`config.mk`:
```
export PLATFORM = sky130hd
export DESIGN_NAME = cond_flag_unit
export DESIGN_NICKNAME = d
export VERILOG_FILES = /design/src/rtl/cfu_pkg.sv /design/src/rtl/flag_cond_mux.sv /design/src/rtl/flag_store.sv /design/src/rtl/flag_oe_gate.sv /design/src/rtl/flag_bus_drive.sv /design/src/rtl/cond_flag_unit.sv
export SDC_FILE = /design/constraint.sdc
export NUM_CORES = 1
export LEC_CHECK = 0
export ABC_AREA = 1
export CELL_PAD_IN_SITES_DETAIL_PLACEMENT = 1
export CELL_PAD_IN_SITES_GLOBAL_PLACEMENT = 2
export CORE_MARGIN = 2
export CORE_UTILIZATION = 10
export CTS_BUF_LIST = sky130_fd_sc_hd__clkbuf_16
export CTS_CLUSTER_DIAMETER = 80
export DETAILED_ROUTE_END_ITERATION = 8
export PLACE_DENSITY_LB_ADDON = 0.2
export SLEW_MARGIN = 20
export SYNTH_ARGS = -nofsm -noshare
export SYNTH_HDL_FRONTEND = slang
export SYNTH_HIERARCHICAL = 1
export SYNTH_SLANG_ARGS = --single-unit
export TNS_END_PERCENT = 50
```
`constraint.sdc`:
```
create_clock -name clk -period 0.8 [get_ports clk]
set_input_delay 0.08 -clock clk [delete_from_list [all_inputs] [get_ports clk]]
set_output_delay 0.08 -clock clk [all_outputs]
set_load 0.05 [all_outputs]
```
`src/rtl/cfu_pkg.sv`:
```
package cfu_pkg;
  localparam int unsigned NUM_FLAGS = 4;

  typedef struct packed {
    logic n;
    logic z;
    logic c;
    logic v;
  } flags_t;
endpackage

```
`src/rtl/flag_cond_mux.sv`:
```
module flag_cond_mux
  import cfu_pkg::*;
(
  input  logic   alu_n,
  input  logic   alu_z,
  input  logic   alu_c,
  input  logic   alu_v,
  input  logic   sh_c,
  input  logic   c_from_shifter,
  output flags_t cond
);
  always_comb begin
    cond.n = alu_n;
    cond.z = alu_z;
    cond.c = c_from_shifter ? sh_c : alu_c;
    cond.v = alu_v;
  end
endmodule

```
`src/rtl/flag_store.sv`:
```
module flag_store
  import cfu_pkg::*;
(
  input  logic   clk,
  input  logic   rst,
  input  logic   wr_bus_en,
  input  flags_t bus_val,
  input  logic   cond_upd_en,
  input  flags_t cond_val,
  output flags_t q
);
  always_ff @(posedge clk) begin
    if (rst)              q <= '0;
    else if (wr_bus_en)   q <= bus_val;
    else if (cond_upd_en) q <= cond_val;
  end
endmodule

```
`src/rtl/flag_oe_gate.sv`:
```
module flag_oe_gate (
  input  logic phase1,
  input  logic trap_save_en,
  input  logic b_read_en,
  input  logic b_is_pc,
  output logic oe
);
  logic pc_read_b;
  assign pc_read_b = b_read_en & b_is_pc;
  assign oe        = phase1 & (trap_save_en | pc_read_b);
endmodule

```
`src/rtl/flag_bus_drive.sv`:
```
module flag_bus_drive
  import cfu_pkg::*;
#(
  parameter int unsigned DATA_W   = 32,
  parameter int unsigned FLAG_LSB = 28
) (
  input  logic              phase1,
  input  logic              oe,
  input  flags_t            flags,
  input  logic [DATA_W-1:0] ext_pull,
  output logic [DATA_W-1:0] bus_n
);
  logic [NUM_FLAGS-1:0] fvec;
  logic [DATA_W-1:0]    self_pull;

  assign fvec = flags;

  for (genvar i = 0; i < DATA_W; i++) begin : g_line
    if (i >= FLAG_LSB) begin : g_flag
      assign self_pull[i] = oe & fvec[i-FLAG_LSB];
    end else begin : g_idle
      assign self_pull[i] = 1'b0;
    end
  end

  assign bus_n = phase1 ? ~(ext_pull | self_pull) : {DATA_W{1'b1}};
endmodule

```
`src/rtl/cond_flag_unit.sv`:
```
module cond_flag_unit
  import cfu_pkg::*;
#(
  parameter int unsigned DATA_W = 32
) (
  input  logic                 clk,
  input  logic                 rst,
  input  logic                 phase1,
  input  logic [DATA_W-1:0]    res_bus,
  input  logic                 wr_bus_en,
  input  logic                 cond_upd_en,
  input  logic                 alu_n,
  input  logic                 alu_z,
  input  logic                 alu_c,
  input  logic                 alu_v,
  input  logic                 sh_c,
  input  logic                 c_from_shifter,
  input  logic                 trap_save_en,
  input  logic                 b_read_en,
  input  logic                 b_is_pc,
  input  logic [DATA_W-1:0]    ext_pull,
  output logic [NUM_FLAGS-1:0] flags_out,
  output logic                 flag_oe,
  output logic [DATA_W-1:0]    b_bus_n
);
  localparam int unsigned FLAG_LSB = DATA_W - NUM_FLAGS;

  flags_t cond_val, bus_val, q;

  assign bus_val = flags_t'(res_bus[DATA_W-1:FLAG_LSB]);

  flag_cond_mux u_cmux (
    .alu_n(alu_n), .alu_z(alu_z), .alu_c(alu_c), .alu_v(alu_v),
    .sh_c(sh_c), .c_from_shifter(c_from_shifter), .cond(cond_val)
  );

  flag_store u_store (
    .clk(clk), .rst(rst), .wr_bus_en(wr_bus_en), .bus_val(bus_val),
    .cond_upd_en(cond_upd_en), .cond_val(cond_val), .q(q)
  );

  flag_oe_gate u_gate (
    .phase1(phase1), .trap_save_en(trap_save_en), .b_read_en(b_read_en),
    .b_is_pc(b_is_pc), .oe(flag_oe)
  );

  flag_bus_drive #(.DATA_W(DATA_W), .FLAG_LSB(FLAG_LSB)) u_drive (
    .phase1(phase1), .oe(flag_oe), .flags(q), .ext_pull(ext_pull),
    .bus_n(b_bus_n)
  );

  assign flags_out = q;
endmodule

```
==> impl_summary.txt <==
----------------------------------------------------
[Run status]
  Run status ... finished, violations left
  Violations in the final reports ... negative setup slack

[Finish]
  Fill cell instance count of the final layout ... around 520
  Area grow syn2layout ... 275%
  Largest registers ... u_store/q: 4 flops
  Nets ... about 260
  Multi-input combinational cell area ... 339 sq um
  Number of flip-flops in the largest register ... 4
  Ant diodes ... 0
  Register with the most flip-flops ... u_store/q
  Fraction of layout cells with a size suffix above 1 ... between 40% and 50%
  FF+latch area ... approximately 85 sq um

[Hold path]
  Worst Hold Path Cells ... 6
  Path category of the worst min-delay check ... input pin to flop

[STA]
  Final Setup Violations ... 9
  Least-Margin Pin Slew ... around 0.2 ns
  Count of pins over their slew limit ... 0
  Hold slack final ... 0.380 ns
  Largest clock skew in the final design ... 0 ns
  Unrepaired setup endpoints after global routing ... yes
  Relative slew slack ... between 80% and 90%
  Peak clock frequency supported by timing ... just over 1000 MHz
  Number of hold-slack violations in the final timing report ... 0
  Ratio of final minimum period to clock period ... 123%
  Final worst setup slack ... -0.182 ns
  Final Critical Period ... 0.982 ns

[Global routing]
  Wire length of the first global-routing pass ... 4.37 mm
  Met3 track demand over resource ... approximately 3.1%
  Most congested layer reported by global routing ... met2
  Number of antenna violations at the first check in global routing ... 0
  Via count of the first global-routing pass ... around 920
  GRT Overall Usage ... 10.9%
  Total congestion overflow ... 0
  Global routing met2 resource utilization ... between 10% and 20%
  GR met1 Demand/Resource ... about an eighth
  Maximum number of pins on one net before global-route repair ... 17

[Pwr]
  Portion of total power attributed to the clock network ... roughly 37%
  Gate power share ... about 53%
  Part of the power in registers ... a little over a tenth
  Switching portion of total power ... approximately 36%
  Power density over the cells ... roughly 1300 nW/um^2
  P_leak ... about 0.00088 uW
  Power dissipated by switching net loads ... between 700 and 800 uW
  Internal Power ... approximately 1400 uW
  Maximum VDD drop ... about 0.47 mV

[Critical path]
  Arrival time of data at the critical path endpoint ... 0.90 ns
  Critical path origin ... u_store/q[0]
  Cell-by-cell trace of the critical path ... nand2_2 -> nand2_2 -> nand2_4 -> buf_8
  CP Capture Type ... primary output
  Type of the worst setup path ... flop to primary output
  Cell occurring most often along the worst timing path ... sky130_fd_sc_hd__nand2_2
  Launching point of the worst reg2reg path ... u_store/q[2]
  Path depth of the worst reg2reg path ... 5
  Data required, critical path ... roughly 0.72 ns
  Startpoint class of the critical path ... flop
  FF-to-FF setup slack ... 0.05 ns
  Setup crit end ... b_bus_n[28]
  Master of the slowest instance on the critical path ... sky130_fd_sc_hd__dfxtp_2
  Reg2reg end ... u_store/q[2]
  Critical path fanouts, max ... 3
  Largest incremental delay on the critical path ... about 0.34 ns

[Die]
  Count of boundary I/O pins ... ~120
  Site Rows ... 24
  Die span in x ... ~71 microns
  Vertical die dimension ... around 71 microns
  Die ar. ... 5030 sq um
  Starting density of the core ... about a tenth
  Core Region ... around 4300 sq um

[Detailed routing]
  Number of DRC violations after detailed routing ... 0
  1st-iter DRT viols ... 8
  Ratio of routed vias to standard cells ... between 3 and 4
  Routed Antenna Nets ... 0
  Total number of vias ... 900
  Length of the first detailed-routing pass in iterations ... 4
  Final routed wire length divided by cell count ... between 10 and 15 microns
  Total Routed Length ... 2.78 mm

[Place]
  Routability congestion estimate ... slightly below 0.8
  Buffers added on ports ... 86
  Worst-case setup slack after placement ... -0.664 ns
  HPWL after detailed placement ... 2.20 mm

[Synth]
  Syn. warnings ... 6
  Cell taking the most area after synthesis ... sky130_fd_sc_hd__nand2_1
  Net count of the mapped netlist ... between 150 and 200
  Gate count after technology mapping ... between 80 and 90
  Avg Synthesized Cell Area ... roughly 5 sq um
  Netlist area before placement ... ~450 sq um
  Library cells used by synthesis ... 8
  Share of the synthesized area in the top cell type ... 46.9%
  Share of synthesized area occupied by flip-flops and latches ... between 10% and 20%
  Count of state elements after synthesis ... 4
  Top cells by area in the synthesized netlist ... sky130_fd_sc_hd__nand2_1, sky130_fd_sc_hd__dfxtp_1, sky130_fd_sc_hd__inv_1

[Clock network]
  TritonCTS clock tree ... done
  Buffer depth of the longest clock path ... 2
  Clock transition at the registers of the reported paths ... approximately 0.030 ns
  Count of clock tree sinks ... 4
  Root buffer cell ... sky130_fd_sc_hd__clkbuf_16
  TritonCTS buffer count ... 3
  H-Tree Depth ... 1
  Source-to-sink clock delay at the later pin of the worst-skew pair ... ~0.23 ns

[Job]
  # Max-Cap Violations ... 0

----------------------------------------------------
## cell families after synthesis
group                  after synthesis  share of synthesized area [%]
and+or+nand+nor                     65                           56.7
buffers and inverters               19                           23.5
DFF                                  4                           17.9
AOI/OAI and AO/OA                    1                           1.96
## routing by layer
layer | wire length [microns] | vias to the layer above
met5 | 0 | -
met4 | 30 | 0
met3 | 341 | 3
met2 | 1350 | 64
met1 | 1060 | 380
li1 | - | 453
## worst min path at each step
stage / start / end
6_report: cond_upd_en / u_store/q[2]
5_1_grt: cond_upd_en / u_store/q[3]
4_1_cts: cond_upd_en / u_store/q[2]
3_5_place_dp: u_store/q[2] / u_store/q[2]
3_3_place_gp: u_store/q[0] / u_store/q[0]
2_1_floorplan: rst / u_store/q[0]
## cell usage after synthesis, drive strengths merged
cell,number
nand3,8
inv,13
buf,6
nor2,1
nand2,56
dfxtp,4
a21oi,1
## layout by cell type, fill, tap and decap left out
cell                              Yosys  routed
sky130_fd_sc_hd__clkbuf_2             0       1
sky130_fd_sc_hd__nand2_4              0       4
sky130_fd_sc_hd__inv_2                0       1
sky130_fd_sc_hd__a21oi_4              0       1
sky130_fd_sc_hd__buf_4                3       7
sky130_fd_sc_hd__dlygate4sd2_1        0      31
sky130_fd_sc_hd__nand2_8              0       1
sky130_fd_sc_hd__dfxtp_2              0       4
sky130_fd_sc_hd__buf_8                0       5
sky130_fd_sc_hd__nor2_2               0       1
sky130_fd_sc_hd__clkbuf_16            0       3
sky130_fd_sc_hd__nand2_2              0       8
sky130_fd_sc_hd__buf_12               0       6
sky130_fd_sc_hd__inv_1               13      12
sky130_fd_sc_hd__buf_2                0       2
sky130_fd_sc_hd__buf_16               0       2
sky130_fd_sc_hd__clkdlybuf4s50_1      0      14
sky130_fd_sc_hd__nand2_1             56      43
sky130_fd_sc_hd__buf_6                3      30
sky130_fd_sc_hd__nand3_1              8       8
## critical path: cells and delay by family (launching register included)
kind                   cells  cell delay [ns]
buffers and inverters      1             0.14
flip-flops                 1             0.34
AND/OR/NAND/NOR            3             0.20
## per-stage QoR
| step | setup TNS (ns) | std cells | utilization, % | area [sq um] | total power (uW) |
|---|---|---|---|---|---|
| 3_5_place_dp | -18.47 | 229 | 32.6 | 1410 | 1270 |
| 2_1_floorplan | -0.381 | 89 | - | 509 | 760 |
| 5_1_grt | -1.40 | 236 | 38.9 | 1680 | 2230 |
| 6_report | -1.09 | 236 | 38.9 | 1680 | 2130 |
| 4_1_cts | -1.16 | 235 | 38.3 | 1660 | 2140 |
| 3_3_place_gp | -17.89 | 229 | 32.6 | 1410 | 1260 |
## power groups by stage
stage / sequential [uW] / combinational (uW) / clock (uW)
finish: 229 / 1120 / 780
global route: 232 / 1180 / 814
CTS: 228 / 1120 / 799
detailed placement: 230 / 1040 / 0
global placement: 231 / 1030 / 0
floorplan: 275 / 485 / 0
## repair_timing
item                       in CTS  in global routing
gates resized for setup        94                  8
hold buffers                    0                  0
setup endpoints to repair      41                  9
pin swaps                      28                  4
setup buffers                   1                  1
gates cloned                    2                  0
## layout make-up
cell class                 count  share of cell area (%)
multi-input combinational     66                    20.2
inverter                      13                    2.90
timing repair buffer          98                    63.5
sequential                     4                    5.06
tap                           52                    3.87
clock buffer                   3                    4.47
Power figures use the tool's default switching activity.
